$ cat src/rtl/rtc_pkg.sv
package rtc_pkg;
  localparam int FLAG_N      = 5;
  localparam int FLAG_SEC    = 0;
  localparam int FLAG_MIN    = 1;
  localparam int FLAG_MIDNT  = 2;
  localparam int FLAG_ALARM  = 3;
  localparam int FLAG_SW     = 4;

  function automatic logic [4:0] month_days(input logic [3:0] mon, input logic leap);
    case (mon)
      4'd2:                    return leap ? 5'd29 : 5'd28;
      4'd4, 4'd6, 4'd9, 4'd11: return 5'd30;
      default:                 return 5'd31;
    endcase
  endfunction
endpackage

$ cat src/rtl/rtc_prescaler.sv
module rtc_prescaler #(
  parameter int STAGES = 15
) (
  input  logic clk,
  input  logic rst_n,
  input  logic restart,
  output logic tick
);
  logic [STAGES-1:0] div_q;

  assign tick = (&div_q) & ~restart;

  always_ff @(posedge clk or negedge rst_n) begin
    if (!rst_n)       div_q <= '0;
    else if (restart) div_q <= '0;
    else              div_q <= div_q + 1'b1;
  end

  p_restart_clears_r5: assert property (@(posedge clk) disable iff (!rst_n)
    restart |=> div_q == '0);
  p_tick_isolated_r1: assert property (@(posedge clk) disable iff (!rst_n)
    tick |=> !tick);
endmodule

$ cat src/rtl/rtc_tod.sv
module rtc_tod (
  input  logic       clk,
  input  logic       rst_n,
  input  logic       tick,
  input  logic       load,
  input  logic [4:0] ld_hour,
  input  logic [5:0] ld_min,
  input  logic [5:0] ld_sec,
  output logic [4:0] hour_q,
  output logic [5:0] min_q,
  output logic [5:0] sec_q,
  output logic [4:0] nxt_hour,
  output logic [5:0] nxt_min,
  output logic [5:0] nxt_sec,
  output logic       min_roll,
  output logic       day_roll
);
  logic sec_top, min_top, hour_top;

  always_comb begin
    sec_top  = (sec_q == 6'd59);
    min_top  = (min_q == 6'd59);
    hour_top = (hour_q == 5'd23);
    nxt_sec  = sec_top ? 6'd0 : sec_q + 6'd1;
    nxt_min  = min_q;
    nxt_hour = hour_q;
    if (sec_top) begin
      nxt_min = min_top ? 6'd0 : min_q + 6'd1;
      if (min_top) nxt_hour = hour_top ? 5'd0 : hour_q + 5'd1;
    end
  end

  assign min_roll = tick & sec_top;
  assign day_roll = min_roll & min_top & hour_top;

  always_ff @(posedge clk or negedge rst_n) begin
    if (!rst_n) begin
      hour_q <= '0; min_q <= '0; sec_q <= '0;
    end else if (load) begin
      hour_q <= ld_hour; min_q <= ld_min; sec_q <= ld_sec;
    end else if (tick) begin
      hour_q <= nxt_hour; min_q <= nxt_min; sec_q <= nxt_sec;
    end
  end

  p_fields_in_range_r2: assert property (@(posedge clk) disable iff (!rst_n)
    sec_q < 6'd60 && min_q < 6'd60 && hour_q < 5'd24);
  p_second_step_r2: assert property (@(posedge clk) disable iff (!rst_n)
    tick && !load && sec_q != 6'd59 |=> sec_q == $past(sec_q) + 6'd1);
endmodule

$ cat src/rtl/rtc_date.sv
module rtc_date
  import rtc_pkg::*;
#(
  parameter int YEAR_W = 12
) (
  input  logic              clk,
  input  logic              rst_n,
  input  logic              day_roll,
  input  logic              load,
  input  logic [2:0]        ld_dow,
  input  logic [4:0]        ld_date,
  input  logic [3:0]        ld_month,
  input  logic [YEAR_W-1:0] ld_year,
  output logic [2:0]        dow_q,
  output logic [4:0]        date_q,
  output logic [3:0]        month_q,
  output logic [YEAR_W-1:0] year_q
);
  localparam logic [YEAR_W-1:0] YEAR_ONE = {{(YEAR_W-1){1'b0}}, 1'b1};

  logic leap, last_day;
  assign leap     = (year_q[1:0] == 2'b00);
  assign last_day = (date_q == month_days(month_q, leap));

  always_ff @(posedge clk or negedge rst_n) begin
    if (!rst_n) begin
      dow_q <= '0; date_q <= 5'd1; month_q <= 4'd1; year_q <= '0;
    end else if (load) begin
      dow_q <= ld_dow; date_q <= ld_date; month_q <= ld_month; year_q <= ld_year;
    end else if (day_roll) begin
      dow_q <= (dow_q == 3'd6) ? 3'd0 : dow_q + 3'd1;
      if (!last_day) date_q <= date_q + 5'd1;
      else begin
        date_q <= 5'd1;
        if (month_q == 4'd12) begin
          month_q <= 4'd1;
          year_q  <= year_q + YEAR_ONE;
        end else month_q <= month_q + 4'd1;
      end
    end
  end

  p_date_legal_r3: assert property (@(posedge clk) disable iff (!rst_n)
    date_q >= 5'd1 && date_q <= month_days(month_q, leap) && dow_q < 3'd7);
  p_month_legal_r4: assert property (@(posedge clk) disable iff (!rst_n)
    month_q >= 4'd1 && month_q <= 4'd12);
  p_new_year_r4: assert property (@(posedge clk) disable iff (!rst_n)
    day_roll && !load && last_day && month_q == 4'd12
    |=> month_q == 4'd1 && date_q == 5'd1 && year_q == $past(year_q) + YEAR_ONE);
endmodule

$ cat src/rtl/rtc_stopwatch.sv
module rtc_stopwatch #(
  parameter int SW_W = 8
) (
  input  logic            clk,
  input  logic            rst_n,
  input  logic            arm,
  input  logic [SW_W-1:0] arm_value,
  input  logic            min_roll,
  output logic [SW_W-1:0] left_q,
  output logic            expired
);
  localparam logic [SW_W-1:0] SW_ONE = {{(SW_W-1){1'b0}}, 1'b1};

  assign expired = min_roll & ~arm & (left_q == SW_ONE);

  always_ff @(posedge clk or negedge rst_n) begin
    if (!rst_n)                        left_q <= '0;
    else if (arm)                      left_q <= arm_value;
    else if (min_roll && left_q != '0) left_q <= left_q - SW_ONE;
  end

  p_idle_holds_r8: assert property (@(posedge clk) disable iff (!rst_n)
    left_q == '0 && !arm |=> left_q == '0);
  p_expiry_reaches_zero_r8: assert property (@(posedge clk) disable iff (!rst_n)
    expired |=> left_q == '0);
endmodule

$ cat src/rtl/rtc_calendar.sv
module rtc_calendar
  import rtc_pkg::*;
#(
  parameter int STAGES = 15,
  parameter int YEAR_W = 12,
  parameter int SW_W   = 8
) (
  input  logic              clk,
  input  logic              rst_n,
  input  logic              load,
  input  logic [4:0]        load_hour,
  input  logic [5:0]        load_min,
  input  logic [5:0]        load_sec,
  input  logic [2:0]        load_dow,
  input  logic [4:0]        load_date,
  input  logic [3:0]        load_month,
  input  logic [YEAR_W-1:0] load_year,
  input  logic              alarm_en,
  input  logic [4:0]        alarm_hour,
  input  logic [5:0]        alarm_min,
  input  logic [5:0]        alarm_sec,
  input  logic              sw_load,
  input  logic [SW_W-1:0]   sw_value,
  input  logic [4:0]        irq_en,
  input  logic [4:0]        irq_clr,
  output logic [4:0]        hour,
  output logic [5:0]        min,
  output logic [5:0]        sec,
  output logic [2:0]        dow,
  output logic [4:0]        date,
  output logic [3:0]        month,
  output logic [YEAR_W-1:0] year,
  output logic [SW_W-1:0]   sw_left,
  output logic [4:0]        irq_flags,
  output logic              irq
);
  logic tick, min_roll, day_roll, alarm_hit, sw_done;
  logic [4:0] nxt_hour;
  logic [5:0] nxt_min, nxt_sec;
  logic [FLAG_N-1:0] events, flags_q;

  rtc_prescaler #(.STAGES(STAGES)) u_div (
    .clk(clk), .rst_n(rst_n), .restart(load), .tick(tick));

  rtc_tod u_tod (
    .clk(clk), .rst_n(rst_n), .tick(tick), .load(load),
    .ld_hour(load_hour), .ld_min(load_min), .ld_sec(load_sec),
    .hour_q(hour), .min_q(min), .sec_q(sec),
    .nxt_hour(nxt_hour), .nxt_min(nxt_min), .nxt_sec(nxt_sec),
    .min_roll(min_roll), .day_roll(day_roll));

  rtc_date #(.YEAR_W(YEAR_W)) u_date (
    .clk(clk), .rst_n(rst_n), .day_roll(day_roll), .load(load),
    .ld_dow(load_dow), .ld_date(load_date), .ld_month(load_month), .ld_year(load_year),
    .dow_q(dow), .date_q(date), .month_q(month), .year_q(year));

  rtc_stopwatch #(.SW_W(SW_W)) u_sw (
    .clk(clk), .rst_n(rst_n), .arm(sw_load), .arm_value(sw_value),
    .min_roll(min_roll), .left_q(sw_left), .expired(sw_done));

  assign alarm_hit = tick & alarm_en & (nxt_hour == alarm_hour) &
                     (nxt_min == alarm_min) & (nxt_sec == alarm_sec);

  always_comb begin
    events             = '0;
    events[FLAG_SEC]   = tick;
    events[FLAG_MIN]   = min_roll;
    events[FLAG_MIDNT] = day_roll;
    events[FLAG_ALARM] = alarm_hit;
    events[FLAG_SW]    = sw_done;
  end

  always_ff @(posedge clk or negedge rst_n) begin
    if (!rst_n) flags_q <= '0;
    else        flags_q <= (flags_q & ~irq_clr) | (events & irq_en);
  end

  assign irq_flags = flags_q;
  assign irq       = |flags_q;

  p_midnight_in_minute_r6: assert property (@(posedge clk) disable iff (!rst_n)
    day_roll |-> min_roll && tick);
  p_alarm_time_r7: assert property (@(posedge clk) disable iff (!rst_n)
    alarm_hit |=> hour == $past(alarm_hour) && min == $past(alarm_min) && sec == $past(alarm_sec));
  p_flags_sticky_r9: assert property (@(posedge clk) disable iff (!rst_n)
    (|(flags_q & ~irq_clr)) |=> ((flags_q & $past(flags_q & ~irq_clr)) == $past(flags_q & ~irq_clr)));

  for (genvar k = 0; k < FLAG_N; k++) begin : g_flag_chk
    p_masked_event_r10: assert property (@(posedge clk) disable iff (!rst_n)
      !flags_q[k] && !irq_en[k] |=> !flags_q[k]);
  end
endmodule

$ cat config.mk
export PLATFORM = sky130hd
export DESIGN_NAME = rtc_calendar
export DESIGN_NICKNAME = d
export VERILOG_FILES = /design/src/rtl/rtc_pkg.sv /design/src/rtl/rtc_prescaler.sv /design/src/rtl/rtc_tod.sv /design/src/rtl/rtc_date.sv /design/src/rtl/rtc_stopwatch.sv /design/src/rtl/rtc_calendar.sv
export SDC_FILE = /design/constraint.sdc
export NUM_CORES = 1
export LEC_CHECK = 0
export ABC_CLOCK_PERIOD_IN_PS = 3100
export CAP_MARGIN = 0
export CORE_ASPECT_RATIO = 0.6
export CORE_MARGIN = 8
export CORE_UTILIZATION = 48
export DETAILED_ROUTE_END_ITERATION = 6
export PLACE_DENSITY = 0.9
export SLEW_MARGIN = 20
export SYNTH_ARGS = -nofsm -noshare
export SYNTH_HDL_FRONTEND = slang
export SYNTH_SLANG_ARGS = --single-unit
$ cat constraint.sdc
create_clock -name clk -period 3.1 [get_ports clk]
set_input_delay 0.31 -clock clk [delete_from_list [all_inputs] [get_ports clk]]
set_output_delay 0.31 -clock clk [all_outputs]
set_load 0.03 [all_outputs]
==> flow_summary_export.csv <==
group,metric,value,unit
setup_path,cp.required,3.34,ns
yosys,synthesis.area,4500,sq um
route,drc,0,
run_status,status,"finished, final reports clean",
route,detail_route.wirelength,14.7,mm
floorplan,start_util,49.1,%
yosys,synth-async-reset-ratio,100,%
sta,setup_tns,0,ns
yosys,synth_area_leaders,"dfrtp_1 (37%), nand2_1 (5.4%), o21ai_0 (5.3%)",
sta,period_share,92.1,%
sta,grt_setup_unrepaired,"no",
final_layout,layout-drive-gt1-share,6.58,%
run,maxCapViolCount,0,
yosys,synthTopCellsByCount,"dfrtp_1 (67), nand2_1 (65), o21ai_0 (48)",
sta,clock.fmax,350,MHz
yosys,synth_area_leader_cell,"dfrtp_1",
clock_network,worst_skew_pair.late_latency,0.34,ns
yosys,synth_fp_nets,627,
yosys,ys_ff_latch,69,
route,firstDrtPassIters,5,
clock_network,cts.sinks,69,
global_route,grt_pass1_vias,4609,
floorplan,io_pins,136,
power_and_ir_drop,p_leak,2.54,nW
yosys,avgSynthCellArea,8.46,sq um
global_route,grt_max_degree,73,
sta,worstMarginPinSlew,0.714,ns
clock_network,cts_tree,"done",
sta,maxSlewViolCount,0,
final_layout,nNetsFinal,759,
route,ant_nets,0,
route,vias_per_cell,5.89,
floorplan,dieArea,12800,sq um
sta,hold_viol,0,
yosys,synth_most_common_cell,"dfrtp_1",
clock_network,clk_path_buf_depth,2,
sta,period_needed,2.85,ns
floorplan,core-area,9160,sq um
yosys,syn_inst,532,
setup_path,critical_path_class,"flop to flop",
final_layout,antenna_cells,0,
final_layout,syn_to_final_growth,39.7,%
route,drt_iter0_drc,417,
clock_network,cts_buffers,9,
yosys,synth_edf_count,0,
global_route,overflow,0,
placed_design,numPortBuffers,135,
sta,slew_headroom,52.4,%
yosys,synth-seq-area-share,38.4,%
placed_design,gp_congestion,0.972,
global_route,antenna_found_initial,1,
yosys,ys_types,63,
yosys,ys_warn_count,0,
placed_design,dp_cells,783,
clock_network,cts-root-buf,"clkbuf_16",
setup_path,critPathArrivalTime,3.09,ns
placed_design,hpwl,11.0,mm
clock_network,path_clk_slew,0.05,ns
floorplan,die_h,91.0,microns
floorplan,die_w,141,microns
power_and_ir_drop,p_per_area,495,nW/um^2
route,avgRoutedWirePerCell,18.4,microns
yosys,synth_top_area_share,37.3,%
sta,setup_viol,0,
global_route,track_usage,22.9,%
power_and_ir_drop,ir_drop,297,uV
clock_network,htree_levels,3,
floorplan,num_rows,27,
route,vias,4704,
setup_path,cp_max_fo,7,
clock_network,post_cts_buffers,0,
setup_path,cp-start-kind,"flop",
worst_hold_path,min_path_type,"primary input to async pin",
final_layout,layoutNonFillerInstCount,799,
sta,worst_clock_skew,0.00668,ns
setup_path,cp-end-kind,"flop",
global_route,grt_pass1_wl,23.7,mm
final_layout,fill_cells,691,
yosys,ys.flop_type,"dfrtp_1",
[registers in the layout (all words and copies together), names as in the netlist]
| signal | cells |
|---|---|
| u_tod.sec_q | 6 |
| u_div.div_q | 15 |
| u_tod.hour_q | 5 |
| u_date.year_q | 12 |
| u_sw.left_q | 8 |
| u_date.date_q | 5 |
| u_date.dow_q | 3 |
| u_date.month_q | 4 |
| irq_flags | 5 |
| u_tod.min_q | 6 |
[final cells by class]
class	count	area [sq um]	share of cell area (%)
clock inverters	3	42.5	0.677
multi-input cells	420	2590	41.3
well taps	130	163	2.59
flip-flops and latches	69	1730	27.5
inverters	20	75.1	1.19
clock buffers	13	270	4.30
repair buffers	144	1410	22.4
[metrics by stage]
stage	cell area (sq um)	hold slack, ns	power (mW)	utilization, %	setup slack, ns
final	6280	0.0165	3.11	68.6	0.245
after detailed placement	5970	0.386	2.04	65.2	0.275
after global routing	6280	0.0555	3.26	68.6	0.0295
after CTS	6280	0.0292	3.12	68.6	0.258
after global placement	5970	0.383	2.01	65.2	0.411
after floorplan	4500	0.0144	1.61	-	0.190
[power breakdown]
group,internal (mW),total (mW),leakage [nW],switching (mW)
Combinational,0.406,0.883,1.53,0.477
Clock,0.687,1.07,0.152,0.386
Sequential,0.996,1.15,0.865,0.155
Total,2.09,3.11,2.54,1.02
[routing by layer]
metal	wire, microns	track usage, %	vias up	share of wire (%)
met1	6150	29.4	2193	42
met5	9	0	-	0.061
met4	170	4.98	2	1.2
li1	-	-	2179	-
met3	1960	10.6	24	13
met2	6400	34.6	306	44
[worst max-delay path: stages, from the launching register on]
cell and delay, ns:
dfrtp_1 0.46, ha_1 0.31, nand4_1 0.18, nor4_1 0.55, nand2_1 0.20, xor2_1 0.18
nor2_1 0.06, or4_1 0.55, o31ai_1 0.27
[repair_timing]
item	CTS	global route
hold buffers	0	0
setup endpoints to repair	0	1
gates resized for setup	0	1
[layout by cell type (no fill, tap or decap), types with 3 or more instances in the layout]
cell type / Yosys / routed
a22oi_1: 8 / 8
a31o_2: 3 / 3
o22ai_1: 6 / 6
nor3b_1: 4 / 4
o21ai_0: 48 / 48
nand3_1: 26 / 26
a21oi_1: 35 / 35
nor4_1: 3 / 3
nor2_1: 43 / 43
xnor2_1: 19 / 19
nand2b_1: 3 / 3
o31ai_1: 3 / 3
a21o_1: 3 / 3
a31oi_1: 7 / 7
o211ai_1: 8 / 8
nand2_1: 65 / 65
clkbuf_8: 0 / 3
nand4_1: 11 / 11
nor3_2: 3 / 3
and4b_1: 3 / 3
nor3_1: 9 / 9
and3_1: 14 / 14
mux2_2: 3 / 3
and2_1: 4 / 4
inv_1: 20 / 20
or3_1: 4 / 4
nor4b_1: 3 / 3
mux2i_1: 9 / 9
clkbuf_16: 0 / 9
nor2b_1: 8 / 8
dfrtp_1: 67 / 67
xor2_1: 17 / 17
clkdlybuf4s50_1: 0 / 133
buf_4: 0 / 9
ha_1: 14 / 13
[logic make-up after synthesis]
family / after synthesis / synth area share [%]
xor+xnor: 36 / 7.01
simple gates: 220 / 25.5
mux: 12 / 2.75
compound gates: 138 / 18.5
buf+inv: 43 / 3.95
fa+ha+maj: 14 / 3.89
flops: 69 / 38.4
[path summary, 6_finish.rpt]
path / end / slack, ns / cells after the start / start
worst max register to register: irq_flags[3]$_DFF_PN0_ / 0.25 / 8 / u_tod.min_q[0]$_DFFE_PN0P_
min in group clk: u_div.div_q[0]$_DFF_PN0_ / 0.47 / 1 / u_div.div_q[0]$_DFF_PN0_
max in group asynchronous: u_date.dow_q[2]$_DFFE_PN0P_ / 2.23 / 2 / rst_n
worst min-delay path: u_tod.min_q[5]$_DFFE_PN0P_ / 0.02 / 1 / rst_n
worst max-delay path: irq_flags[3]$_DFF_PN0_ / 0.25 / 8 / u_tod.min_q[0]$_DFFE_PN0P_
worst min register to register: u_div.div_q[0]$_DFF_PN0_ / 0.47 / 1 / u_div.div_q[0]$_DFF_PN0_
(Power assumes the default switching activity.)
